## src/rtl/mac_pe_pkg.sv

```systemverilog
package mac_pe_pkg;

  // Where a finished sum goes when it leaves the adder stage.
  typedef enum logic {
    DEST_STORE  = 1'b0,
    DEST_EXPORT = 1'b1
  } sum_dest_e;

  function automatic sum_dest_e pick_dest(input logic last_flag);
    return last_flag ? DEST_EXPORT : DEST_STORE;
  endfunction

endpackage

```

## src/rtl/pe_mul_stage.sv

```systemverilog
module pe_mul_stage #(
  parameter int DW   = 16,
  parameter int IDXW = 2,
  localparam int PW  = 2 * DW
) (
  input  logic                 clk,
  input  logic                 rst_n,
  input  logic                 advance,
  input  logic                 fire,
  input  logic                 ok,
  input  logic signed [DW-1:0] row_op,
  input  logic signed [DW-1:0] wgt_op,
  input  logic [IDXW-1:0]      idx,
  input  logic                 first,
  input  logic                 last,
  output logic                 m_valid,
  output logic signed [PW-1:0] m_prod,
  output logic [IDXW-1:0]      m_idx,
  output logic                 m_first,
  output logic                 m_last,
  output logic signed [DW-1:0] fwd_w,
  output logic                 fwd_valid
);

  // Multiply register: only qualified beats become live stage entries.
  always_ff @(posedge clk or negedge rst_n) begin
    if (!rst_n) begin
      m_valid <= 1'b0;
      m_prod  <= '0;
      m_idx   <= '0;
      m_first <= 1'b0;
      m_last  <= 1'b0;
    end else if (advance) begin
      m_valid <= fire & ok;
      if (fire & ok) begin
        m_prod  <= row_op * wgt_op;
        m_idx   <= idx;
        m_first <= first;
        m_last  <= last;
      end
    end
  end

  // Weight pass-through: every accepted beat forwards its weight.
  always_ff @(posedge clk or negedge rst_n) begin
    if (!rst_n) begin
      fwd_w     <= '0;
      fwd_valid <= 1'b0;
    end else begin
      fwd_valid <= fire;
      if (fire) fwd_w <= wgt_op;
    end
  end

endmodule

```

## src/rtl/pe_acc_store.sv

```systemverilog
module pe_acc_store #(
  parameter int AW   = 40,
  parameter int NACC = 4,
  parameter int IDXW = 2
) (
  input  logic                 clk,
  input  logic                 rst_n,
  input  logic [IDXW-1:0]      rd_idx,
  output logic signed [AW-1:0] rd_data,
  input  logic                 wr_en,
  input  logic [IDXW-1:0]      wr_idx,
  input  logic signed [AW-1:0] wr_data
);

  logic signed [AW-1:0] slots [NACC];

  generate
    for (genvar g = 0; g < NACC; g++) begin : g_slot
      always_ff @(posedge clk or negedge rst_n) begin
        if (!rst_n)
          slots[g] <= '0;
        else if (wr_en && (32'(wr_idx) == g))
          slots[g] <= wr_data;
      end
    end
  endgenerate

  always_comb begin
    rd_data = '0;
    for (int k = 0; k < NACC; k++)
      if (32'(rd_idx) == k) rd_data = slots[k];
  end

endmodule

```

## src/rtl/pe_acc_stage.sv

```systemverilog
module pe_acc_stage
  import mac_pe_pkg::*;
#(
  parameter int DW   = 16,
  parameter int AW   = 40,
  parameter int IDXW = 2,
  localparam int PW  = 2 * DW
) (
  input  logic                 clk,
  input  logic                 rst_n,
  input  logic                 advance,
  input  logic                 m_valid,
  input  logic signed [PW-1:0] m_prod,
  input  logic [IDXW-1:0]      m_idx,
  input  logic                 m_first,
  input  logic                 m_last,
  output logic [IDXW-1:0]      rd_idx,
  input  logic signed [AW-1:0] rd_data,
  output logic                 wr_en,
  output logic [IDXW-1:0]      wr_idx,
  output logic signed [AW-1:0] wr_data,
  output logic                 s_valid,
  output logic                 s_export,
  output logic signed [AW-1:0] s_sum,
  output logic [IDXW-1:0]      s_idx
);

  sum_dest_e            s_dest;
  logic signed [AW-1:0] prod_ext;
  logic signed [AW-1:0] base;
  logic signed [AW-1:0] partial;
  logic                 fwd_hit;

  assign prod_ext = {{(AW-PW){m_prod[PW-1]}}, m_prod};
  assign rd_idx   = m_idx;

  // The entry in the sum register writes the store on the same edge that
  // this stage reads it, so a matching index takes the sum directly.
  assign fwd_hit  = s_valid && (s_dest == DEST_STORE) && (s_idx == m_idx);
  assign partial  = fwd_hit ? s_sum : rd_data;
  assign base     = m_first ? '0 : partial;

  always_ff @(posedge clk or negedge rst_n) begin
    if (!rst_n) begin
      s_valid <= 1'b0;
      s_dest  <= DEST_STORE;
      s_sum   <= '0;
      s_idx   <= '0;
    end else if (advance) begin
      s_valid <= m_valid;
      if (m_valid) begin
        s_dest <= pick_dest(m_last);
        s_sum  <= base + prod_ext;
        s_idx  <= m_idx;
      end
    end
  end

  assign s_export = s_valid && (s_dest == DEST_EXPORT);
  assign wr_en    = s_valid && (s_dest == DEST_STORE);
  assign wr_idx   = s_idx;
  assign wr_data  = s_sum;

endmodule

```

## src/rtl/mac_pe.sv

```systemverilog
module mac_pe #(
  parameter int DW   = 16,
  parameter int AW   = 40,
  parameter int NACC = 4,
  localparam int IDXW = (NACC > 1) ? $clog2(NACC) : 1,
  localparam int PW   = 2 * DW
) (
  input  logic            clk,
  input  logic            rst_n,
  input  logic            op_valid,
  output logic            op_ready,
  input  logic [DW-1:0]   op_i,
  input  logic [DW-1:0]   op_w,
  input  logic            op_ok,
  input  logic [IDXW-1:0] op_idx,
  input  logic            op_first,
  input  logic            op_last,
  output logic [DW-1:0]   w_out,
  output logic            w_out_valid,
  output logic            res_valid,
  input  logic            res_ready,
  output logic [AW-1:0]   res_data,
  output logic [IDXW-1:0] res_idx
);

  logic                 stall;
  logic                 advance;
  logic                 fire;
  logic                 m_valid;
  logic signed [PW-1:0] m_prod;
  logic [IDXW-1:0]      m_idx;
  logic                 m_first;
  logic                 m_last;
  logic signed [DW-1:0] fwd_w;
  logic [IDXW-1:0]      rd_idx;
  logic signed [AW-1:0] rd_data;
  logic                 wr_en;
  logic [IDXW-1:0]      wr_idx;
  logic signed [AW-1:0] wr_data;
  logic                 s_valid;
  logic                 s_export;
  logic signed [AW-1:0] s_sum;
  logic [IDXW-1:0]      s_idx;

  // Only an exported sum that is refused can block the pipe.
  assign stall    = s_export && !res_ready;
  assign advance  = !stall;
  assign op_ready = advance;
  assign fire     = op_valid && op_ready;

  pe_mul_stage #(.DW(DW), .IDXW(IDXW)) u_mul (
    .clk       (clk),
    .rst_n     (rst_n),
    .advance   (advance),
    .fire      (fire),
    .ok        (op_ok),
    .row_op    (signed'(op_i)),
    .wgt_op    (signed'(op_w)),
    .idx       (op_idx),
    .first     (op_first),
    .last      (op_last),
    .m_valid   (m_valid),
    .m_prod    (m_prod),
    .m_idx     (m_idx),
    .m_first   (m_first),
    .m_last    (m_last),
    .fwd_w     (fwd_w),
    .fwd_valid (w_out_valid)
  );

  pe_acc_store #(.AW(AW), .NACC(NACC), .IDXW(IDXW)) u_store (
    .clk     (clk),
    .rst_n   (rst_n),
    .rd_idx  (rd_idx),
    .rd_data (rd_data),
    .wr_en   (wr_en),
    .wr_idx  (wr_idx),
    .wr_data (wr_data)
  );

  pe_acc_stage #(.DW(DW), .AW(AW), .IDXW(IDXW)) u_acc (
    .clk      (clk),
    .rst_n    (rst_n),
    .advance  (advance),
    .m_valid  (m_valid),
    .m_prod   (m_prod),
    .m_idx    (m_idx),
    .m_first  (m_first),
    .m_last   (m_last),
    .rd_idx   (rd_idx),
    .rd_data  (rd_data),
    .wr_en    (wr_en),
    .wr_idx   (wr_idx),
    .wr_data  (wr_data),
    .s_valid  (s_valid),
    .s_export (s_export),
    .s_sum    (s_sum),
    .s_idx    (s_idx)
  );

  assign w_out     = fwd_w;
  assign res_valid = s_export;
  assign res_data  = s_sum;
  assign res_idx   = s_idx;

endmodule

```

## config.mk

```make
export PLATFORM = sky130hd
export DESIGN_NAME = mac_pe
export DESIGN_NICKNAME = d
export VERILOG_FILES = /design/src/rtl/mac_pe_pkg.sv /design/src/rtl/pe_mul_stage.sv /design/src/rtl/pe_acc_store.sv /design/src/rtl/pe_acc_stage.sv /design/src/rtl/mac_pe.sv
export SDC_FILE = /design/constraint.sdc
export NUM_CORES = 1
export LEC_CHECK = 0
export ABC_CLOCK_PERIOD_IN_PS = 4900
export BUFFER_PORTS_ARGS = -buffer_cell sky130_fd_sc_hd__clkbuf_2
export CORE_AREA = 2 2 201 203
export DETAILED_ROUTE_END_ITERATION = 10
export DIE_AREA = 0 0 203 205
export GPL_TIMING_DRIVEN = 0
export PLACE_DENSITY_LB_ADDON = 0.12
export SLEW_MARGIN = 15
export SYNTH_ARGS = -nofsm -noshare
export SYNTH_HDL_FRONTEND = slang
export SYNTH_SLANG_ARGS = --single-unit
```

## constraint.sdc

```tcl
create_clock -name clk -period 4.9 [get_ports clk]
set_clock_uncertainty 0.15 [all_clocks]
set_input_delay 0.98 -clock clk [delete_from_list [all_inputs] [get_ports clk]]
set_output_delay 0.98 -clock clk [all_outputs]
set_load 0.005 [all_outputs]
```

==> flow_summary.json, run 1 <==
{
  "netlist_area_sq_um": 22900,
  "synthCells": 2202,
  "cts_inserted_buffers": 28,
  "gp_congestion": 0.957,
  "final_cell_count_no_fill": 2960,
  "clockRootBuffer": "clkbuf_16",
  "final_layout_size_suffix_gt1_share_pct": 27.5,
  "wl_per_cell_um": 21.8,
  "grt_max_degree": 99,
  "rows": 73,
  "fmax_ghz": 0.156,
  "hold_violations": 0,
  "setup_viol": 23,
  "core-area_sq_um": 39400,
  "period_share_pct": 130,
  "synth.avg_cell_area_sq_um": 10.4,
  "antenna_found_initial": 0,
  "fillers": 2923,
  "synth_cell_type_count": 65,
  "cts-hold-fix-buffers": 0,
  "routed_via_density": 5.76,
  "synth_area_leaders": "dfrtp_1 28%, fa_1 23%, mux2_2 9.0%",
  "rsz0062_at_grt": "true",
  "drt_first_pass_iters": 5,
  "cts.clk_slew.worst_paths_ns": 0.07,
  "h-tree-depth": 1,
  "setup_ws_ns": -1.49,
  "status": "finished, violations left",
  "synth_top_area_share_pct": 28.2,
  "clock_latency_ns": 0.59,
  "syn_nets": 2627,
  "drtIter0Drc": 945,
  "synth_seq_cells": 258,
  "grt-ovfl-total": 0,
  "ys_warn_count": 0,
  "dieArea_sq_um": 41600,
  "synth_edf_count": 0,
  "drc": 0,
  "cts_max_path_buffers": 3,
  "antennaDiodeCount": 0,
  "die_x_um": 203,
  "worst-path-max-fanout": 4,
  "tritoncts": "yes",
  "via_count": 17100,
  "tightestPinTransition_ns": 0.858,
  "grt_pass1_wl_mm": 102,
  "io_pins": 102,
  "synthFlopType": "dfrtp_1",
  "maxSlewViolCount": 0,
  "async_flop_share_pct": 100,
  "violations": "setup timing",
  "drt_wl_total_mm": 64.6,
  "slew_headroom_pct": 42.6,
  "yosysMostFrequentCell": "nand2_1",
  "grt_usage_pct": 32.0,
  "drtAntennaViolNets": 0,
  "cts_sinks": 258,
  "first_global_vias": 18200,
  "synth_top_area_cell": "dfrtp_1",
  "cp-end-kind": "flop",
  "reg2reg_slack_ns": 0.27,
  "synthTopCellsByCount": "303 x nand2_1, 293 x inv_1, 263 x fa_1",
  "post-route-min-period_ns": 6.39,
  "syn_to_final_growth_pct": 20.1,
  "seq_area_frac_synth_pct": 28.2,
  "post-dp-hpwl_mm": 48.9,
  "arrival_ns": 6.71,
  "crit_path_start_kind": "input pin",
  "hp-class": "input pin to async pin",
  "required_ns": 5.22,
  "port_buffers": 99,
  "path_class": "input pin to flop",
  "start_util_pct": 58.2,
  "placedCellCount": 2829,
  "cap_violations": 0,
  "die_height_um": 205,
  "nets": 2838
}
[logic make-up after synthesis]
logic type	after synthesis	synth area share, %
AO/OA/AOI/OAI	309	8.69
buffers and inverters	394	6.46
multiplexers	226	13.1
flip-flops	258	28.2
adder cells (fa/ha/maj)	384	29.6
XOR/XNOR	57	2.18
AND/OR/NAND/NOR	574	11.8
[per-stage QoR]
step | setup TNS, ns | area (sq um) | hold WS (ns) | setup slack (ns) | utilization [%]
floorplan | -20.60 | 23400 | 0.283 | -1.50 | -
global placement | -691.03 | 24500 | 0.318 | -2.60 | 62.3
detailed placement | -48.34 | 24600 | 0.329 | -2.62 | 62.6
CTS | -21.07 | 27100 | 0.0190 | -1.42 | 68.8
global route | -24.95 | 27500 | 0.0207 | -1.58 | 69.9
finish | -22.28 | 27500 | 0.0403 | -1.49 | 69.9
[what timing repair did]
item	in CTS	in global routing
gates resized for setup	197	105
buffers inserted	65	21
pin swaps	65	68
endpoints found under the setup margin	48	39
[worst max-delay path: stages]
cell	delay (ns)
clkbuf_16	0.14
clkbuf_16	0.15
and2_4	0.13
fa_1	0.52
inv_2	0.05
fa_1	0.53
inv_1	0.05
fa_1	0.52
fa_2	0.47
fa_1	0.53
inv_1	0.06
fa_1	0.49
inv_2	0.04
ha_4	0.14
a21o_1	0.20
a2111o_1	0.41
a221oi_4	0.29
nor2_4	0.08
or4_4	0.45
and2_4	0.18
xnor2_4	0.22
o21ai_1	0.08
[cells in the final DEF, fill, tap and decap left out, drive strengths merged, types with 92 or more instances in the layout]
cell type | synthesis | routed
dfrtp | 258 | 258
inv | 294 | 296
buf | 17 | 113
and2 | 128 | 128
mux2 | 183 | 183
clkbuf | 83 | 206
a21oi | 92 | 92
fa | 263 | 263
ha | 121 | 121
nand2 | 303 | 303
[path summary, 6_finish.rpt]
path                                  start                 end  cells after the start
max in group asynchronous             rst_n      u_mul.fwd_w[8]                      3
min in group clk           u_mul.m_prod[10]    u_mul.m_prod[10]                      2
max reg2reg                  u_mul.m_idx[0]     u_acc.s_sum[34]                     15
min                                   rst_n  u_store.slots[154]                      1
min reg2reg                u_mul.m_prod[10]    u_mul.m_prod[10]                      2
max                                 op_i[4]    u_mul.m_prod[29]                     22
[registers in the layout, summed over array words and instances, names as in the netlist]
| register | flops |
|---|---|
| u_acc.s_valid | 1 |
| u_mul.m_prod | 32 |
| u_acc.s_sum | 40 |
| u_store.slots | 160 |
| u_acc.s_dest | 1 |
| u_mul.m_first | 1 |
| u_mul.m_last | 1 |
| u_mul.m_valid | 1 |
| u_mul.fwd_valid | 1 |
| u_mul.fwd_w | 16 |
| u_acc.s_idx | 2 |
| u_mul.m_idx | 2 |
[metal layers]
layer | up-vias | routed length, um | GRT usage, %
li1 | 7671 | - | -
met1 | 8755 | 26000 | 39.7
met2 | 468 | 32700 | 57.2
met3 | 158 | 2860 | 3.79
met4 | 0 | 3030 | 12.6
met5 | - | 0 | 0
[final cells by class]
class | instances | area (sq um) | share of cell area, %
Buffer | 97 | 891 | 3.24
Clock buffer | 38 | 838 | 3.05
Clock inverter | 14 | 168 | 0.609
Inverter | 294 | 1110 | 4.02
Multi-Input combinational cell | 1550 | 15800 | 57.4
Sequential cell | 258 | 6460 | 23.5
Tap cell | 525 | 657 | 2.39
Timing Repair Buffer | 184 | 1610 | 5.84
Power of run 1 is left out: the tool's default activity adds up to more than one toggle a clock period on the data nets, which glitch-free logic cannot reach.
==> inputs of run 2 (changes only) <==
Settings changed: CORE_AREA 2 2 201 203 to 2 2 215 217, DIE_AREA 0 0 203 205 to 0 0 217 219.
==> run 2 against run 1 <==
Effect of this change: the run still ends with setup timing left; utilization shrank 8.2 points; final cell count grew 2.9%; largest cell class unchanged; final area grew 1.1%; sequential cell count is the same; critical path type unchanged.
==> flow_summary.json, run 2 (same netlist as run 1, synthesis figures left out) <==
{
  "cts_inserted_buffers": 31,
  "path_class": "input pin to flop",
  "status": "finished, violations left",
  "grt_pass1_wl_mm": 103,
  "cpMostUsedCell": "fa_1",
  "grt_usage_pct": 28.0,
  "core-area_sq_um": 45100,
  "required_ns": 5.22,
  "reg.largest.list": "u_store.slots x160, u_acc.s_sum x40, u_mul.m_prod x32",
  "path_buf_inv": 6,
  "period_share_pct": 130,
  "clock_latency_ns": 0.61,
  "gp_congestion": 0.934,
  "die_height_um": 219,
  "final_layout_size_suffix_gt1_share_pct": 27.0,
  "maxSlewViolCount": 0,
  "worst-path-max-fanout": 3,
  "cp_slowest_cell": "fa_1",
  "syn_to_final_growth_pct": 21.4,
  "setup_ws_ns": -1.47,
  "final_common_cell": "nand2_1",
  "crit_path_start_kind": "input pin",
  "drtAntennaViolNets": 0,
  "routed_via_density": 5.52,
  "nets": 2847,
  "cts_sinks": 258,
  "cp-end-kind": "flop",
  "antenna_found_initial": 0,
  "cp_top_family": "adder cells",
  "setup_viol": 22,
  "start_util_pct": 50.8,
  "largest_reg_flops": 160,
  "h-tree-depth": 1,
  "drt_wl_total_mm": 64.2,
  "drt_first_pass_iters": 5,
  "violations": "setup timing",
  "slew_headroom_pct": 38.3,
  "layout_common_cells": "295 x nand2_1, 277 x inv_1, 256 x dfrtp_1",
  "fin_util_pct": 61.7,
  "port_buffers": 99,
  "cpPeakStageDelay_ns": 0.53,
  "clockRootBuffer": "clkbuf_16",
  "cts.clk_slew.worst_paths_ns": 0.06,
  "grt-ovfl-total": 0,
  "path_cells": "clkbuf_16 > clkbuf_16 > and2_4 > fa_1 > inv_2 > fa_1 > inv_1 > fa_1 > fa_2 > fa_1 > inv_1 > fa_1 > inv_2 > ha_4 > a21o_1 > a2111o_1 > a221oi_4 > nor2_2 > or4_4 > a41oi_4 > xnor2_4 > o21ai_2",
  "cts_max_path_buffers": 3,
  "fmax_ghz": 0.157,
  "drtIter0Drc": 908,
  "drc": 0,
  "grt_max_degree": 98,
  "rows": 78,
  "arrival_ns": 6.69,
  "first_global_vias": 18300,
  "tritoncts": "yes",
  "via_count": 16800,
  "cap_violations": 0,
  "dieArea_sq_um": 47500,
  "post-route-min-period_ns": 6.37,
  "hp-class": "input pin to async pin",
  "tightestPinTransition_ns": 0.923,
  "post-dp-hpwl_mm": 48.4,
  "rsz0062_at_grt": "true",
  "hold_violations": 0,
  "regMostFlops": "u_store.slots",
  "antennaDiodeCount": 0,
  "wl_per_cell_um": 21.1,
  "die_x_um": 217,
  "io_pins": 102
}
==> run 2: cell types whose count changed in the layout (fill, tap and decap cells not counted), moves of 3 or more <==
| cell | change |
|---|---|
| and2_1 | +3 |
| inv_2 | -8 |
| buf_4 | +6 |
| and2_4 | -3 |
| buf_6 | -3 |
| inv_1 | +7 |
| clkbuf_8 | -3 |
| clkbuf_16 | +12 |
| buf_8 | -4 |
==> run 2: metal layers <==
layer / up-vias / global-route usage [%] / wire [um]
met5: - / 0 / 0
met3: 142 / 3.15 / 2630
met1: 8547 / 35.8 / 26800
li1: 7697 / - / -
met2: 417 / 49.1 / 32000
met4: 0 / 10.3 / 2770
==> run 2: final cells by class <==
cell class	count	area, sq um
Multi-Input combinational cell	1550	15800
Fill cell	3712	17300
Inverter	294	1110
Clock inverter	16	213
Sequential cell	258	6460
Buffer	98	1010
Clock buffer	40	880
Tap cell	600	751
Timing Repair Buffer	189	1630
==> run 2: worst paths after layout <==
kind,start,endpoint,slack (ns),depth (start not counted)
hold / removal,rst_n,u_store.slots[34],0.26,1
hold reg to reg,u_mul.fwd_w[15],u_mul.fwd_w[15],0.33,2
setup / recovery,op_i[3],u_mul.m_prod[31],-1.47,22
min in group clk,u_mul.fwd_w[15],u_mul.fwd_w[15],0.33,2
max in group asynchronous,rst_n,u_mul.fwd_w[12],3.41,2
setup reg to reg,u_mul.m_idx[1],u_acc.s_sum[32],0.28,14
==> run 2: metrics by stage <==
stage	setup WS (ns)	TNS (ns)	cells	hold WS, ns	area, sq um
floorplan	-1.50	-20.60	2202	0.283	23400
global placement	-2.71	-732.34	2901	0.316	24600
detailed placement	-2.66	-47.60	2903	0.323	24700
CTS	-1.43	-20.09	3032	0.264	27500
global route	-1.56	-24.40	3045	0.292	27800
finish	-1.47	-21.26	3045	0.258	27800
==> run 2: repair_timing <==
action | CTS | global route
setup buffers | 73 | 15
cloned | 2 | 0
endpoints found under the setup margin | 48 | 34
resized for setup | 218 | 69
pin swaps | 55 | 42
hold buffers | 0 | 0
==> run 2: worst register-to-register path, delay by kind of cell (launching register included) <==
kind            cells  cell delay (ns)
buf+inv             2             0.68
simple gates        2             0.30
xor+xnor            1             0.25
flops               1             0.50
fa+ha+maj           1             0.33
compound gates      8             2.28
Power of run 2 is left out for the same reason.
